**src/rtl/arx_pkg.sv**
```systemverilog
`timescale 1ns/1ps
package arx_pkg;

    typedef enum logic [1:0] {
        ST_ALIGN = 2'd0,
        ST_LEFT  = 2'd1,
        ST_RIGHT = 2'd2
    } state_e;

    typedef struct packed {
        logic       rj;    // word aligned to end of half-period
        logic       rsv;   // reserved code: force zero
        logic [4:0] len;   // word length in bits
        logic [1:0] off;   // first window bit after the LR change
    } fmt_cfg_t;

endpackage

```
**src/rtl/arx_sync.sv**
```systemverilog
`timescale 1ns/1ps
module arx_sync #(
    parameter int N = 3
) (
    input  logic         clk,
    input  logic         rst_n,
    input  logic [N-1:0] d_in,
    output logic [N-1:0] d_sync,
    output logic         o_rise0
);
    logic [N-1:0] stg1;
    logic         dly0;

    for (genvar i = 0; i < N; i++) begin : g_bit
        always_ff @(posedge clk or negedge rst_n) begin
            if (!rst_n) begin
                stg1[i]   <= 1'b0;
                d_sync[i] <= 1'b0;
            end else begin
                stg1[i]   <= d_in[i];
                d_sync[i] <= stg1[i];
            end
        end
    end

    always_ff @(posedge clk or negedge rst_n) begin
        if (!rst_n) dly0 <= 1'b0;
        else        dly0 <= d_sync[0];
    end

    assign o_rise0 = d_sync[0] & ~dly0;

    // a rising bit clock is registered in one cycle only
    a_r10_rise_isolated: assert property (@(posedge clk) disable iff (!rst_n)
        o_rise0 |=> !o_rise0);

endmodule

```
**src/rtl/arx_fmt_decode.sv**
```systemverilog
`timescale 1ns/1ps
module arx_fmt_decode
    import arx_pkg::*;
(
    input  logic [2:0] fmt,
    output fmt_cfg_t   cfg
);
    always_comb begin
        cfg = '{rj: 1'b0, rsv: 1'b0, len: 5'd24, off: 2'd0};
        unique case (fmt)
            3'b000: cfg = '{rj: 1'b1, rsv: 1'b0, len: 5'd16, off: 2'd0};
            3'b001: cfg = '{rj: 1'b1, rsv: 1'b0, len: 5'd20, off: 2'd0};
            3'b010: cfg = '{rj: 1'b1, rsv: 1'b0, len: 5'd24, off: 2'd0};
            3'b011: cfg = '{rj: 1'b0, rsv: 1'b0, len: 5'd24, off: 2'd0};
            3'b100: cfg = '{rj: 1'b0, rsv: 1'b0, len: 5'd16, off: 2'd1};
            3'b101: cfg = '{rj: 1'b0, rsv: 1'b0, len: 5'd24, off: 2'd1};
            3'b110: cfg = '{rj: 1'b0, rsv: 1'b1, len: 5'd24, off: 2'd0};
            3'b111: cfg = '{rj: 1'b0, rsv: 1'b1, len: 5'd24, off: 2'd0};
        endcase
    end
endmodule

```
**src/rtl/arx_shift.sv**
```systemverilog
`timescale 1ns/1ps
module arx_shift
    import arx_pkg::*;
#(
    parameter int OUTW = 24
) (
    input  logic            clk,
    input  logic            rst_n,
    input  logic            i_tick,
    input  logic            i_bit,
    input  logic            i_lr_edge,
    input  fmt_cfg_t        i_cfg,
    output logic [OUTW-1:0] o_word
);
    localparam int CNTW = $clog2(OUTW + 8);
    localparam logic [CNTW-1:0] CNT_MAX = '1;

    logic [OUTW-1:0] tail_q;   // most recent bits, for right-justified
    logic [OUTW-1:0] win_q;    // counted window, for left-justified / I2S
    logic [CNTW-1:0] cnt_q;    // bits seen since the LR change
    logic [CNTW-1:0] win_lo, win_hi;
    logic            in_win;

    assign win_lo = CNTW'(i_cfg.off);
    assign win_hi = CNTW'(i_cfg.off) + CNTW'(i_cfg.len);
    assign in_win = (cnt_q >= win_lo) && (cnt_q < win_hi);

    always_ff @(posedge clk or negedge rst_n) begin
        if (!rst_n) begin
            tail_q <= '0;
            win_q  <= '0;
            cnt_q  <= '0;
        end else if (i_tick) begin
            tail_q <= {tail_q[OUTW-2:0], i_bit};
            if (i_lr_edge) begin
                cnt_q <= CNTW'(1);
                win_q <= (i_cfg.off == 2'd0) ? {{(OUTW-1){1'b0}}, i_bit} : '0;
            end else begin
                if (cnt_q != CNT_MAX) cnt_q <= cnt_q + CNTW'(1);
                if (in_win) win_q <= {win_q[OUTW-2:0], i_bit};
            end
        end
    end

    logic [OUTW-1:0] raw;
    logic [4:0]      msb_idx;
    logic            sgn;

    always_comb begin
        raw     = i_cfg.rj ? tail_q : win_q;
        msb_idx = i_cfg.len - 5'd1;
        sgn     = raw[msb_idx];
        for (int i = 0; i < OUTW; i++) begin
            o_word[i] = (i < int'(i_cfg.len)) ? raw[i] : sgn;
        end
        if (i_cfg.rsv) o_word = '0;
    end

    // bits after the window leave the window register untouched
    a_r9_window_quiet: assert property (@(posedge clk) disable iff (!rst_n)
        (i_tick && !i_lr_edge && !i_cfg.rj && (cnt_q >= win_hi)) |=> $stable(win_q));

endmodule

```
**src/rtl/audio_serial_rx.sv**
```systemverilog
`timescale 1ns/1ps
module audio_serial_rx
    import arx_pkg::*;
#(
    parameter int OUTW = 24
) (
    input  logic            clk,
    input  logic            rst_n,
    input  logic            bclk,
    input  logic            lrclk,
    input  logic            sdata,
    input  logic [2:0]      fmt,
    input  logic            lr_pol,
    output logic [OUTW-1:0] o_left,
    output logic [OUTW-1:0] o_right,
    output logic            o_valid
);
    localparam int NSYNC = 3;

    logic [NSYNC-1:0] raw_in, syn;
    logic             tick;
    logic             lr_s, sd_s, lr_prev;
    logic             lr_edge, into_left;
    fmt_cfg_t         cfg;
    logic [OUTW-1:0]  word;
    logic [OUTW-1:0]  left_hold;
    state_e           state, nxt;

    assign raw_in = {sdata, lrclk, bclk};

    arx_sync #(.N(NSYNC)) u_sync (
        .clk    (clk),
        .rst_n  (rst_n),
        .d_in   (raw_in),
        .d_sync (syn),
        .o_rise0(tick)
    );

    assign lr_s = syn[1];
    assign sd_s = syn[2];

    always_ff @(posedge clk or negedge rst_n) begin
        if (!rst_n)    lr_prev <= 1'b0;
        else if (tick) lr_prev <= lr_s;
    end

    assign lr_edge   = tick && (lr_s != lr_prev);
    assign into_left = lr_s ^ lr_pol;

    arx_fmt_decode u_dec (
        .fmt(fmt),
        .cfg(cfg)
    );

    arx_shift #(.OUTW(OUTW)) u_shift (
        .clk      (clk),
        .rst_n    (rst_n),
        .i_tick   (tick),
        .i_bit    (sd_s),
        .i_lr_edge(lr_edge),
        .i_cfg    (cfg),
        .o_word   (word)
    );

    // state register
    always_ff @(posedge clk or negedge rst_n) begin
        if (!rst_n) state <= ST_ALIGN;
        else        state <= nxt;
    end

    // next state
    always_comb begin
        nxt = state;
        if (lr_edge) begin
            unique case (state)
                ST_ALIGN: nxt = into_left ? ST_LEFT  : ST_ALIGN;   // T_START
                ST_LEFT:  nxt = into_left ? ST_LEFT  : ST_RIGHT;   // T_RESYNC_L / T_L2R
                ST_RIGHT: nxt = into_left ? ST_LEFT  : ST_ALIGN;   // T_EMIT / T_RESYNC_R
                default:  nxt = ST_ALIGN;
            endcase
        end
    end

    // outputs
    always_ff @(posedge clk or negedge rst_n) begin
        if (!rst_n) begin
            left_hold <= '0;
            o_left    <= '0;
            o_right   <= '0;
            o_valid   <= 1'b0;
        end else begin
            o_valid <= 1'b0;
            if (lr_edge) begin
                unique case (state)
                    ST_LEFT: begin
                        if (!into_left) left_hold <= word;
                    end
                    ST_RIGHT: begin
                        if (into_left) begin
                            o_left  <= left_hold;
                            o_right <= word;
                            o_valid <= 1'b1;
                        end
                    end
                    default: ;
                endcase
            end
        end
    end

    // single-cycle pulse
    a_r7_valid_single: assert property (@(posedge clk) disable iff (!rst_n)
        o_valid |=> !o_valid);

    // samples only move together with the pulse
    a_r7_samples_hold: assert property (@(posedge clk) disable iff (!rst_n)
        !o_valid |-> ($stable(o_left) && $stable(o_right)));

    // a frame is reported only when a right half has just closed
    a_r8_after_right: assert property (@(posedge clk) disable iff (!rst_n)
        o_valid |-> ($past(state) == ST_RIGHT));

    // reserved codes deliver zero
    a_r5_reserved_zero: assert property (@(posedge clk) disable iff (!rst_n)
        (o_valid && $past(cfg.rsv)) |-> (o_right == '0));

    // 16-bit right-justified words arrive sign-extended
    a_r2_sext16: assert property (@(posedge clk) disable iff (!rst_n)
        (o_valid && ($past(fmt) == 3'b000)) |->
        ((o_right[OUTW-1:15] == '0) || (o_right[OUTW-1:15] == '1)));

endmodule

```
**config.mk**
```make
export PLATFORM = sky130hd
export DESIGN_NAME = audio_serial_rx
export DESIGN_NICKNAME = d
export VERILOG_FILES = /design/src/rtl/arx_pkg.sv /design/src/rtl/arx_sync.sv /design/src/rtl/arx_fmt_decode.sv /design/src/rtl/arx_shift.sv /design/src/rtl/audio_serial_rx.sv
export SDC_FILE = /design/constraint.sdc
export NUM_CORES = 1
export LEC_CHECK = 0
export CAP_MARGIN = 25
export CORE_UTILIZATION = 32
export CTS_CLUSTER_SIZE = 40
export DETAILED_ROUTE_END_ITERATION = 16
export PLACE_DENSITY = 0.47
export SYNTH_ARGS = -nofsm -noshare
export SYNTH_HDL_FRONTEND = slang
export SYNTH_SLANG_ARGS = --single-unit
```
**constraint.sdc**
```tcl
create_clock -name clk -period 5.5 [get_ports clk]
set_input_delay 1.375 -clock clk [delete_from_list [all_inputs] [get_ports clk]]
set_output_delay 1.375 -clock clk [all_outputs]
set_load 0.01 [all_outputs]
```
Word-level counts from Yosys, hierarchy flattened
Memory sizes are Yosys's and may differ from the RTL's.
Cells that the tools add are included.
{"block": "classes", "reduce_logical": 11, "add_sub_neg": 3, "n_mux": 39, "n_eq_ne": 4, "magnitude_cmp": 27, "n_bitwise": 4}
{"operator": "two-way mux 24 bit", "n": 4}
{"operator": "< comparator 4 x 5 -> 1 bit, first input constant", "n": 8}
{"operator": "< comparator 5 bit, first input constant", "n": 8}
{"operator": "two-way mux 1 bit", "n": 30}
{"operator": "< comparator 3 x 5 -> 1 bit, first input constant", "n": 4}
{"operator": "< comparator 1 x 5 -> 1 bit, first input constant", "n": 2}
{"operator": "< comparator 2 x 5 -> 1 bit, first input constant", "n": 2}
{"operator": "two-way mux 5 bit", "n": 2}
{"operator": "< comparator 5 x 6 -> 1 bit, second input constant", "n": 1}
{"operator": "AND reduction 3 bit", "n": 2}
{"operator": "adder 2 x 5 -> 5 bit", "n": 1}
{"operator": "adder 5 x 1 -> 5 bit, second input constant", "n": 1}
{"operator": "binary-select mux 1 bit (select 5 bit)", "n": 1}
{"operator": ">= comparator 5 x 2 -> 1 bit", "n": 1}
{"operator": "< comparator 5 bit", "n": 1}
{"operator": "inequality test 5 bit, second input constant", "n": 1}
{"operator": "subtractor 5 x 1 -> 5 bit, second input constant", "n": 1}
{"operator": "zero test 2 bit", "n": 2}
{"operator": "case mux 2 bit (2 select lines)", "n": 1}
{"operator": "AND reduction 2 bit", "n": 2}
{"operator": "nonzero test 2 bit", "n": 2}
{"operator": "== test 2 x 1 -> 1 bit, second input constant", "n": 1}
{"operator": "== test 2 bit, second input constant", "n": 1}
{"operator": "logical AND 1 bit", "n": 2}
{"operator": "other kinds (6)", "n": 7}
{"block": "word_totals", "ff_bits": 136, "elab_cells": 105, "mem_count": 1, "input_bits": 9, "romBits": 40, "out_inout_bits": 49}
{"memory": "(name not given)", "words": 8, "word_bits": 5, "read_ports": 1, "rd_ports_with_merged_regs": 0, "wr": 0, "line_no": "arx_fmt_decode.sv:10", "source": "unique case (fmt)"}

Longest topological paths before layout
Gate-level depths: netlist of the first run.
An unclocked memory read counts as a cell.
{"block": "logic_depth", "ltp_word": 6, "depth_mapped": 9, "depth_no_buf": 7}

By module
A second synthesis of the first run with hierarchy kept.
{"block": "unflattened", "cells_unflattened": 797, "hier_area_um2": 8285.4}
{"mod": "audio_serial_rx", "cells_per_inst": 424, "seq_area_each_um2": 1901.8, "area_each_um2": 4242.8, "n_inst": 1}
{"mod": "arx_shift", "cells_per_inst": 354, "seq_area_each_um2": 1326.3, "area_each_um2": 3777.4, "n_inst": 1}
{"mod": "arx_sync", "cells_per_inst": 8, "seq_area_each_um2": 175.2, "area_each_um2": 188.9, "n_inst": 1}
{"mod": "arx_fmt_decode", "cells_per_inst": 11, "seq_area_each_um2": 0.0, "area_each_um2": 76.3, "n_inst": 1}

Worst setup path after synthesis of the first run
OpenSTA, ideal clock, no wires.
{"block": "synth_path", "kind": "input to register", "startpoint": "in fmt[2]", "endpoint": "reg u_shift.win_q[0]", "setup_time_ns": 0.125, "slack_ns": 2.489, "path_stages": 7, "required_ns": 5.375, "path_buffers": 1, "arrival_ns": 2.887, "path_cell_list": "buf_2 -> nor2b_1 -> ha_1 -> nor4_1 -> nand2_1 -> o221ai_2 -> mux2_2"}
{"block": "synth_between", "elab_chain_cells": 6, "word_cells_on_any_way": 10, "cone_classes": "add/sub: 1; order compare: 2; mux: 2; reduce/logical: 4; memory: 1"}
{"element": "start, declared", "line_no": "audio_serial_rx.sv:12", "source": "input logic [2:0] fmt,"}
{"element": "memory (8 x 5 bit) *"}
{"element": "adder 2 x 5 -> 5 bit", "line_no": "arx_shift.sv:25", "source": "assign win_hi = CNTW'(i_cfg.off) + CNTW'(i_cfg.len);"}
{"element": "< comparator 5 bit", "line_no": "arx_shift.sv:26", "source": "assign in_win = (cnt_q >= win_lo) && (cnt_q < win_hi);"}
{"element": "logical AND 1 bit", "line_no": "arx_shift.sv:26"}
{"element": "nonzero test 2 bit (no source line)"}
{"element": "AND reduction 2 bit (no source line)"}
{"element": "end signal, assigned", "line_no": "arx_shift.sv:37", "source": "win_q <= (i_cfg.off == 2'd0) ? {{(OUTW-1){1'b0}}, i_bit} : '0;"}
{"element": "end signal, assigned", "line_no": "arx_shift.sv:40", "source": "if (in_win) win_q <= {win_q[OUTW-2:0], i_bit};"}
{"element": "end, declared", "line_no": "arx_shift.sv:19", "source": "logic [OUTW-1:0] win_q;"}
Every way passes the cells marked *; elsewhere a longest branch is shown, timed or not.
A chain may end at the register's enable or synchronous reset.

Final worst setup path of the first run
Ends and elaborated chain as after synthesis.

==> results of run 1 <==
final cells by class:
type                    count  area, µm²  area share (%)
flip-flops and latches    136       3403           48.30
multi-input cells         304       2071           29.39
inverters                   7      26.28          0.3729
repair buffers             65      671.9           9.536
clock buffers              24      471.7           6.695
well taps                 225      281.5           3.996
clock inverters             8      120.1           1.705
power by group through the flow:
stage | Combinational (mW) | Clock (mW) | Sequential (mW)
final | 0.258 | 1.14 | 1.15
after global routing | 0.292 | 1.22 | 1.16
after CTS | 0.261 | 1.17 | 1.15
after detailed placement | 0.260 | 0 | 1.17
after global placement | 0.253 | 0 | 1.16
after floorplan | 0.148 | 0 | 1.16
metal layers:
layer	track usage, %	wire [µm]
met1	18.72	5564
met2	21.96	5439
met3	3.116	330
met4	5.805	186
met5	0	0
synth_stat cells, drive strengths merged (4+ instances only):
library cell / count / area, µm²
a21oi: 25 / 125.1
a22o: 26 / 227.7
a31oi: 4 / 25.02
buf: 18 / 111.4
clkbuf: 10 / 37.54
dfrtp: 136 / 3403
ha: 5 / 62.56
inv: 7 / 26.27
mux2: 67 / 754.5
nand2: 128 / 480.5
o21ai: 11 / 55.05
o221ai: 4 / 41.29
sequential cells by signal, indices dropped and copies added, names as in the netlist, 3 cells and up:
register / cells
u_sync.stg1: 3
u_shift.cnt_q: 5
o_left: 24
o_right: 24
left_hold: 24
u_sync.d_sync: 3
u_shift.win_q: 24
u_shift.tail_q: 24
worst min path at each step:
stage / startpoint / to / cells past startpoint
2_1_floorplan: u_sync.stg1[0] / u_sync.d_sync[0] / 0
3_3_place_gp: u_sync.stg1[2] / u_sync.d_sync[2] / 0
3_5_place_dp: u_sync.stg1[2] / u_sync.d_sync[2] / 0
4_1_cts: u_sync.stg1[2] / u_sync.d_sync[2] / 0
5_1_grt: u_sync.stg1[0] / u_sync.d_sync[0] / 0
6_report: u_sync.stg1[2] / u_sync.d_sync[2] / 0
through the flow:
step           setup slack (ns)  power, mW  std cells
3_3_place_gp              1.461      1.416        735
6_report                  1.843      2.546        769
3_5_place_dp              1.423      1.426        735
4_1_cts                   1.861      2.582        767
5_1_grt                   1.612      2.672        769
2_1_floorplan             2.489      1.306        475
worst max-delay path, cell delays in order:
cell	delay, ns
clkdlybuf4s50_1	0.64
nor2b_1	0.23
ha_1	0.26
nor4_1	0.29
nand2_1	0.12
o221ai_2	0.38
buf_4	0.30
mux2_2	0.35
cell families after synthesis:
family	Yosys count	share of synthesized area, %
AOI/OAI and AO/OA	81	10.41
xor gates and xnor gates	2	0.4440
adders and majority gates	5	1.110
buffers and inverters	35	3.107
DFF	136	60.36
muxes	69	13.74
and+or+nand+nor	147	10.83
==> results.py, run 1 <==
metrics = {
    "status": {
        "outcome": "completed",
    },
    "place": {
        "place_area_um2": 6399,
        "hpwl_um": 7328,
        "gp_congestion": 0.7188,
        "io_buffers": 57,
    },
    "routing": {
        "vias": 3654,
        "routed_wl_um": 11520,
        "ant_nets": 0,
        "wl_per_cell_um": 14.98,
        "initialDrtViolationCount": 141,
        "drc_errors": 0,
        "viasPerCell": 4.752,
        "first_pass_iters": 4,
    },
    "clock_network": {
        "cts_tree": "done",
        "root_buffer": "clkbuf_16",
        "clock_latency_ns": 0.41,
        "postCtsHoldBufs": 0,
        "clkSinkCount": 136,
        "ctsResizeCount": 0,
        "clockBufferDepth": 2,
        "cts.clk_slew.worst_paths_ns": 0.05,
        "htreeDepth": 4,
        "post-cts-setup-buffers": 0,
        "cts_buffers": 17,
    },
    "worst_setup_path": {
        "crit_type": "input pin to flip-flop",
        "ff2ff_path_depth": 4,
        "reg2reg_from": "u_sync.d_sync[1]",
        "r2r_setup_slack_ns": 2.88,
        "cp-end-kind": "flip-flop",
        "start_kind": "input pin",
        "crit_fanout": 16,
        "crit_start": "fmt[2]",
        "arrival_ns": 3.95,
        "endpoint": "u_shift.win_q[0]",
        "r2r_end": "o_right[14]",
        "cp_data_required_time_ns": 5.79,
    },
    "global_route": {
        "grt_max_degree": 104,
        "grt_usage_pct": 14.00,
        "grt.overflow.total": 0,
        "grt_pass1_vias": 3701,
        "grt_pass1_wl_um": 19460,
        "antenna_found_initial": 0,
    },
    "pwr": {
        "power_leakage_nw": 3.385,
        "clkPwrFrac_pct": 44.7,
        "vdd_drop_max_v": 0.0002180,
        "p_switching_mw": 0.6030,
        "pwr_density_cell_nw_per_um2": 361.3,
        "comb_power_share_pct": 10.2,
        "p_seq_share_pct": 45.1,
        "netSwitchingFraction_pct": 23.69,
        "p_int_mw": 1.943,
    },
    "timing": {
        "slew_headroom_pct": 42.67,
        "finalHoldWorstSlack_ns": 0.3465,
        "hold_violations": 0,
        "rsz0062_at_grt": "false",
        "drv_slew": 0,
        "tightest_slew_ns": 0.8599,
        "setup_violations": 0,
        "setup-tns-final_ns": 0,
        "skew_ns": 0.006031,
        "layout_min_cycle_time_ns": 3.657,
        "max_freq_mhz": 273.4,
        "finalCritPeriodShare_pct": 66.49,
    },
    "yosys": {
        "syn_inst": 475,
        "ys_seq_area_share_pct": 60.36,
        "synth_seq_cells": 136,
        "ys_types": 46,
        "synthFlopType": "dfrtp_1",
        "syn_area_um2": 5638,
        "syn_nets": 489,
        "syn_area_per_cell_um2": 11.87,
        "ys_warn_count": 0,
        "synth-edff-count": 0,
        "async_flop_share_pct": 100.0,
    },
    "layout": {
        "drive_above_1_share_pct": 11.03,
        "post-route-util_pct": 40.88,
        "area.growth.synth_to_final_pct": 24.97,
        "final_cell_mix": "136 x dfrtp_1, 128 x nand2_1, 56 x clkdlybuf4s50_1, 52 x mux2_1, 26 x a22o_1",
        "design_area_um2": 7046,
        "fin_nets": 545,
        "diodes": 0,
        "layout_commonest_cell": "dfrtp_1",
        "nFillCells": 1649,
    },
    "floorplanning": {
        "dieArea_um2": 18150,
        "fp.dieW_um": 134.7,
        "die_h_um": 134.7,
        "start_util_pct": 32.71,
        "rows": 48,
        "io-pin-count": 58,
        "core_um2": 17240,
    },
    "worst_hold_path": {
        "holdCritPathClass": "flip-flop to flip-flop",
    },
    "job": {
        "drv_cap": 0,
    },
}
No activity file was read; power rests on OpenSTA's default activity.
==> inputs of run 2 (changes only) <==
- PLACE_DENSITY: 0.47 -> 0.49
- clock period: 5.5 -> 2.95 ns (I/O delays scaled with it)
==> results.py, run 2 (synthesis results as in run 1) <==
metrics = {
    "status": {
        "outcome": "completed",
    },
    "place": {
        "place_area_um2": 6521,
        "pre_cts_ws_ns": 0.06037,
        "io_buffers": 57,
        "gp_congestion": 0.7604,
        "hpwl_um": 7836,
        "dp_cells": 748,
    },
    "floorplanning": {
        "start_util_pct": 32.71,
        "dieArea_um2": 18150,
        "rows": 48,
        "die_h_um": 134.7,
        "core_um2": 17240,
        "io-pin-count": 58,
        "fp.dieW_um": 134.7,
    },
    "routing": {
        "initialDrtViolationCount": 161,
        "ant_nets": 0,
        "viasPerCell": 4.707,
        "wl_per_cell_um": 14.84,
        "drc_errors": 0,
        "routed_wl_um": 11560,
        "first_pass_iters": 4,
        "vias": 3667,
    },
    "timing": {
        "finalHoldWorstSlack_ns": 0.2621,
        "rsz0062_at_grt": "false",
        "setup_violations": 0,
        "slew_headroom_pct": 53.62,
        "max_freq_mhz": 405.3,
        "drv_slew": 0,
        "setup_ws_ns": 0.4827,
        "finalCritPeriodShare_pct": 83.64,
        "layout_min_cycle_time_ns": 2.467,
        "setup-tns-final_ns": 0,
        "tightest_slew_ns": 0.6957,
        "skew_ns": 0.004162,
        "hold_violations": 0,
    },
    "worst_setup_path": {
        "crit_fanout": 23,
        "arrival_ns": 2.82,
        "critPathSlowestCell": "clkdlybuf4s50_1",
        "r2r_end": "u_shift.win_q[8]",
        "start_kind": "input pin",
        "crit_chain": "clkdlybuf4s50_1, nor2b_1, ha_1, nor4_1, nand2_1, o221ai_2, buf_4, a22o_1",
        "ff2ff_path_depth": 7,
        "cp-end-kind": "flip-flop",
        "reg2reg_from": "u_shift.cnt_q[0]",
        "cpPeakStageDelay_ns": 0.52,
        "crit_type": "input pin to flip-flop",
        "r2r_setup_slack_ns": 1.03,
        "cp_data_required_time_ns": 3.30,
    },
    "clock_network": {
        "cts.clk_slew.worst_paths_ns": 0.05,
        "post-cts-setup-buffers": 0,
        "clock_latency_ns": 0.41,
        "htreeDepth": 4,
        "clkSinkCount": 136,
        "cts_tree": "done",
        "cts_buffers": 17,
        "postCtsHoldBufs": 0,
        "clockBufferDepth": 2,
        "root_buffer": "clkbuf_16",
        "ctsResizeCount": 0,
    },
    "pwr": {
        "p_int_mw": 3.768,
        "netSwitchingFraction_pct": 22.93,
        "clkPwrFrac_pct": 46.2,
        "p_seq_share_pct": 43.9,
        "power_leakage_nw": 3.455,
        "comb_power_share_pct": 10.0,
        "pwr_density_cell_nw_per_um2": 684.0,
        "vdd_drop_max_v": 0.0004312,
        "total_power_mw": 4.889,
        "p_switching_mw": 1.121,
    },
    "layout": {
        "drive_above_1_share_pct": 13.00,
        "diodes": 0,
        "post-route-util_pct": 41.46,
        "final_cell_count_no_fill": 779,
        "final_cell_mix": "136 x dfrtp_1, 128 x nand2_1, 56 x clkdlybuf4s50_1, 52 x mux2_1, 26 x a22o_1",
        "fin_nets": 556,
        "design_area_um2": 7147,
        "layout_commonest_cell": "dfrtp_1",
        "area.growth.synth_to_final_pct": 26.76,
    },
    "worst_hold_path": {
        "holdCritPathClass": "input pin to async pin",
    },
    "global_route": {
        "grt_usage_pct": 14.09,
        "grt_pass1_wl_um": 19680,
        "grt.overflow.total": 0,
        "grt_pass1_vias": 3807,
        "grt_max_degree": 57,
        "antenna_found_initial": 0,
    },
    "job": {
        "drv_cap": 0,
    },
}
run 2: cell count changes in the layout (fill, tap and decap cells not counted):
cell        previous run  this run
clkbuf_8               2         1
buf_16                 2         0
buf_12                 0         2
clkinv_2               3         5
buf_4                  6        17
clkinvlp_4             2         0
bufinv_16              3         5
clkbuf_1               5         3
run 2: final cells by class:
cell class,count,area [µm²]
sequential,136,3403
inverter,7,26.28
fill,1631,10090
clock inverter,10,175.2
multi-input combinational,304,2071
timing repair buffer,76,739.5
clock buffer,21,450.4
tap,225,281.5
run 2: metal layers:
metal  wire length [µm]  global-route usage (%)  vias to the layer above
li1                   -                       -                     1772
met1               5600                   18.61                     1799
met2               5313                   21.99                       77
met3                421                   3.341                       19
met4                229                   6.305                        0
met5                  0                       0                        -
run 2: how the worst max path moves through the flow:
stage / startpoint / end / cells past startpoint
after CTS: fmt[2] / u_shift.win_q[8] / 8
after global placement: fmt[2] / u_shift.win_q[12] / 8
after detailed placement: fmt[2] / u_shift.win_q[8] / 8
after global routing: fmt[2] / u_shift.win_q[3] / 8
after floorplan: fmt[2] / u_shift.win_q[0] / 7
final: fmt[2] / u_shift.win_q[8] / 8
run 2: worst max-delay path, delay by kind of cell:
family | cells | cell delay, ns
compound gates | 2 | 0.39
fa+ha+maj | 1 | 0.25
buf+inv | 2 | 0.81
simple gates | 3 | 0.63
run 2: power groups by stage:
stage / combinational [mW] / sequential, mW / clock (mW)
final: 0.488 / 2.14 / 2.26
after global routing: 0.552 / 2.17 / 2.40
after global placement: 0.486 / 2.17 / 0
after floorplan: 0.276 / 2.16 / 0
after CTS: 0.499 / 2.14 / 2.32
after detailed placement: 0.498 / 2.18 / 0
==> inputs of run 3 (changes only) <==
- PLACE_DENSITY: 0.49 -> 0.47
- clock period: 2.95 -> 2.29 ns (I/O delays scaled with it)
==> results.py, run 3 (synthesis results as in run 1) <==
metrics = {
    "place": {
        "hpwl_um": 8034,
        "io_buffers": 57,
        "place_area_um2": 6674,
        "gp_congestion": 0.7165,
    },
    "global_route": {
        "grt_pass1_vias": 3868,
        "grt_pass1_wl_um": 19670,
        "antenna_found_initial": 0,
        "grt_usage_pct": 14.15,
        "grt_max_degree": 56,
        "grt.overflow.total": 0,
    },
    "clock_network": {
        "postCtsHoldBufs": 0,
        "clkSinkCount": 136,
        "clock_latency_ns": 0.42,
        "cts_buffers": 17,
        "cts.clk_slew.worst_paths_ns": 0.06,
        "clockBufferDepth": 2,
        "post-cts-setup-buffers": 0,
        "cts_tree": "done",
        "htreeDepth": 4,
        "root_buffer": "clkbuf_16",
    },
    "layout": {
        "area.growth.synth_to_final_pct": 30.12,
        "diodes": 0,
        "design_area_um2": 7336,
        "fin_nets": 564,
        "drive_above_1_share_pct": 14.95,
        "post-route-util_pct": 42.56,
        "layout.area.seq_um2": 3403,
        "layout_commonest_cell": "dfrtp_1",
        "multiInputGateArea_um2": 2085,
        "nFillCells": 1601,
        "final_cell_mix": "136 x dfrtp_1, 128 x nand2_1, 56 x clkdlybuf4s50_1, 52 x mux2_1, 26 x a22o_1",
    },
    "timing": {
        "hold_violations": 0,
        "layout_min_cycle_time_ns": 2.249,
        "rsz0062_at_grt": "true",
        "finalCritPeriodShare_pct": 98.20,
        "max_freq_mhz": 444.7,
        "tightest_slew_ns": 0.5141,
        "drv_slew": 0,
        "skew_ns": 0.005360,
        "slew_headroom_pct": 65.72,
        "setup_violations": 0,
    },
    "worst_setup_path": {
        "worst-path-buf-inv": 1,
        "path_delay_family": "simple AND/OR/NAND/NOR gates",
        "cp-end-kind": "flip-flop",
        "start_kind": "input pin",
        "crit_type": "input pin to flip-flop",
        "arrival_ns": 2.54,
        "critPathSlowestCell": "clkdlybuf4s50_1",
        "crit_fanout": 4,
        "crit_chain": "clkdlybuf4s50_1, nor2b_2, ha_1, nor4_1, nand2_1, o221ai_4, mux2_2",
        "cp_data_required_time_ns": 2.59,
        "cpPeakStageDelay_ns": 0.51,
    },
    "pwr": {
        "total_power_mw": 6.334,
        "vdd_drop_max_v": 0.0005549,
        "power_leakage_nw": 3.529,
        "pwr_density_cell_nw_per_um2": 863.4,
    },
    "routing": {
        "ant_nets": 0,
        "drc_errors": 0,
        "first_pass_iters": 4,
        "wl_per_cell_um": 14.94,
        "viasPerCell": 4.746,
        "vias": 3735,
        "initialDrtViolationCount": 176,
        "routed_wl_um": 11750,
    },
    "floorplanning": {
        "io-pin-count": 58,
        "core_um2": 17240,
        "rows": 48,
        "die_h_um": 134.7,
        "fp.dieW_um": 134.7,
        "start_util_pct": 32.71,
        "dieArea_um2": 18150,
    },
    "status": {
        "outcome": "completed",
    },
    "job": {
        "drv_cap": 0,
    },
    "worst_hold_path": {
        "holdCritPathClass": "input pin to async pin",
    },
}
run 3: cell types whose count changed in the layout (fill, tap and decap cells not counted), moves of 2 or more:
cell / delta
clkinvlp_4: +3
clkbuf_1: -3
clkinv_2: -3
clkbuf_8: +2
buf_12: +8
run 3: what timing repair did:
item / CTS / global route
endpoints found under the setup margin: 3 / 24
gates cloned: 0 / 1
gates resized for setup: 1 / 4
run 3: final timing paths:
| kind | from | end | slack, ns | cells after the start |
|---|---|---|---|---|
| min reg2reg | u_sync.stg1[0] | u_sync.d_sync[0] | 0.35 | 0 |
| max in group asynchronous | rst_n | lr_prev | 1.58 | 2 |
| min in group clk | u_sync.stg1[0] | u_sync.d_sync[0] | 0.35 | 0 |
| max reg2reg | u_shift.cnt_q[0] | u_shift.win_q[0] | 0.39 | 6 |
| max | fmt[2] | u_shift.win_q[0] | 0.04 | 7 |
| min | rst_n | o_left[11] | 0.07 | 1 |
run 3: area by class of cell:
| type | instances | share of cell area, % |
|---|---|---|
| clock buffers | 20 | 6.362 |
| clock inverters | 11 | 2.320 |
| inverters | 7 | 0.3582 |
| multi-input cells | 304 | 28.42 |
| flip-flops and latches | 136 | 46.39 |
| well taps | 225 | 3.838 |
| repair buffers | 84 | 12.31 |
run 3: power by group:
group	switching, mW	internal, mW	leakage [nW]	total (mW)
Sequential	0.144	2.61	1.86	2.76
Clock	1.00	1.90	0.305	2.91
Combinational	0.349	0.323	1.37	0.672
run 3: layer usage:
layer	wire, µm	track usage [%]
met1	5681	18.61
met2	5530	21.85
met3	340	3.529
met4	201	6.742
met5	0	0
run 3: worst register-to-register path: stages, from the launching register on:
cell and delay [ns]:
dfrtp_1 0.40, inv_1 0.12, ha_1 0.24, nor4_1 0.26, nand2_1 0.16, o221ai_4 0.24, mux2_2 0.37
run 3: per-stage QoR:
| step | worst slack, ns | hold WS [ns] | setup TNS, ns | cells |
|---|---|---|---|---|
| final | 0.04126 | 0.06969 | 0 | 787 |
| after global routing | -0.06309 | 0.08726 | -0.4633 | 787 |
| after CTS | 0.03471 | 0.07419 | 0 | 786 |
| after detailed placement | -0.4226 | 0.3381 | -11.88 | 755 |
| after global placement | -0.4022 | 0.3328 | -10.50 | 755 |
| after floorplan | 0.08111 | 0.2769 | 0 | 475 |
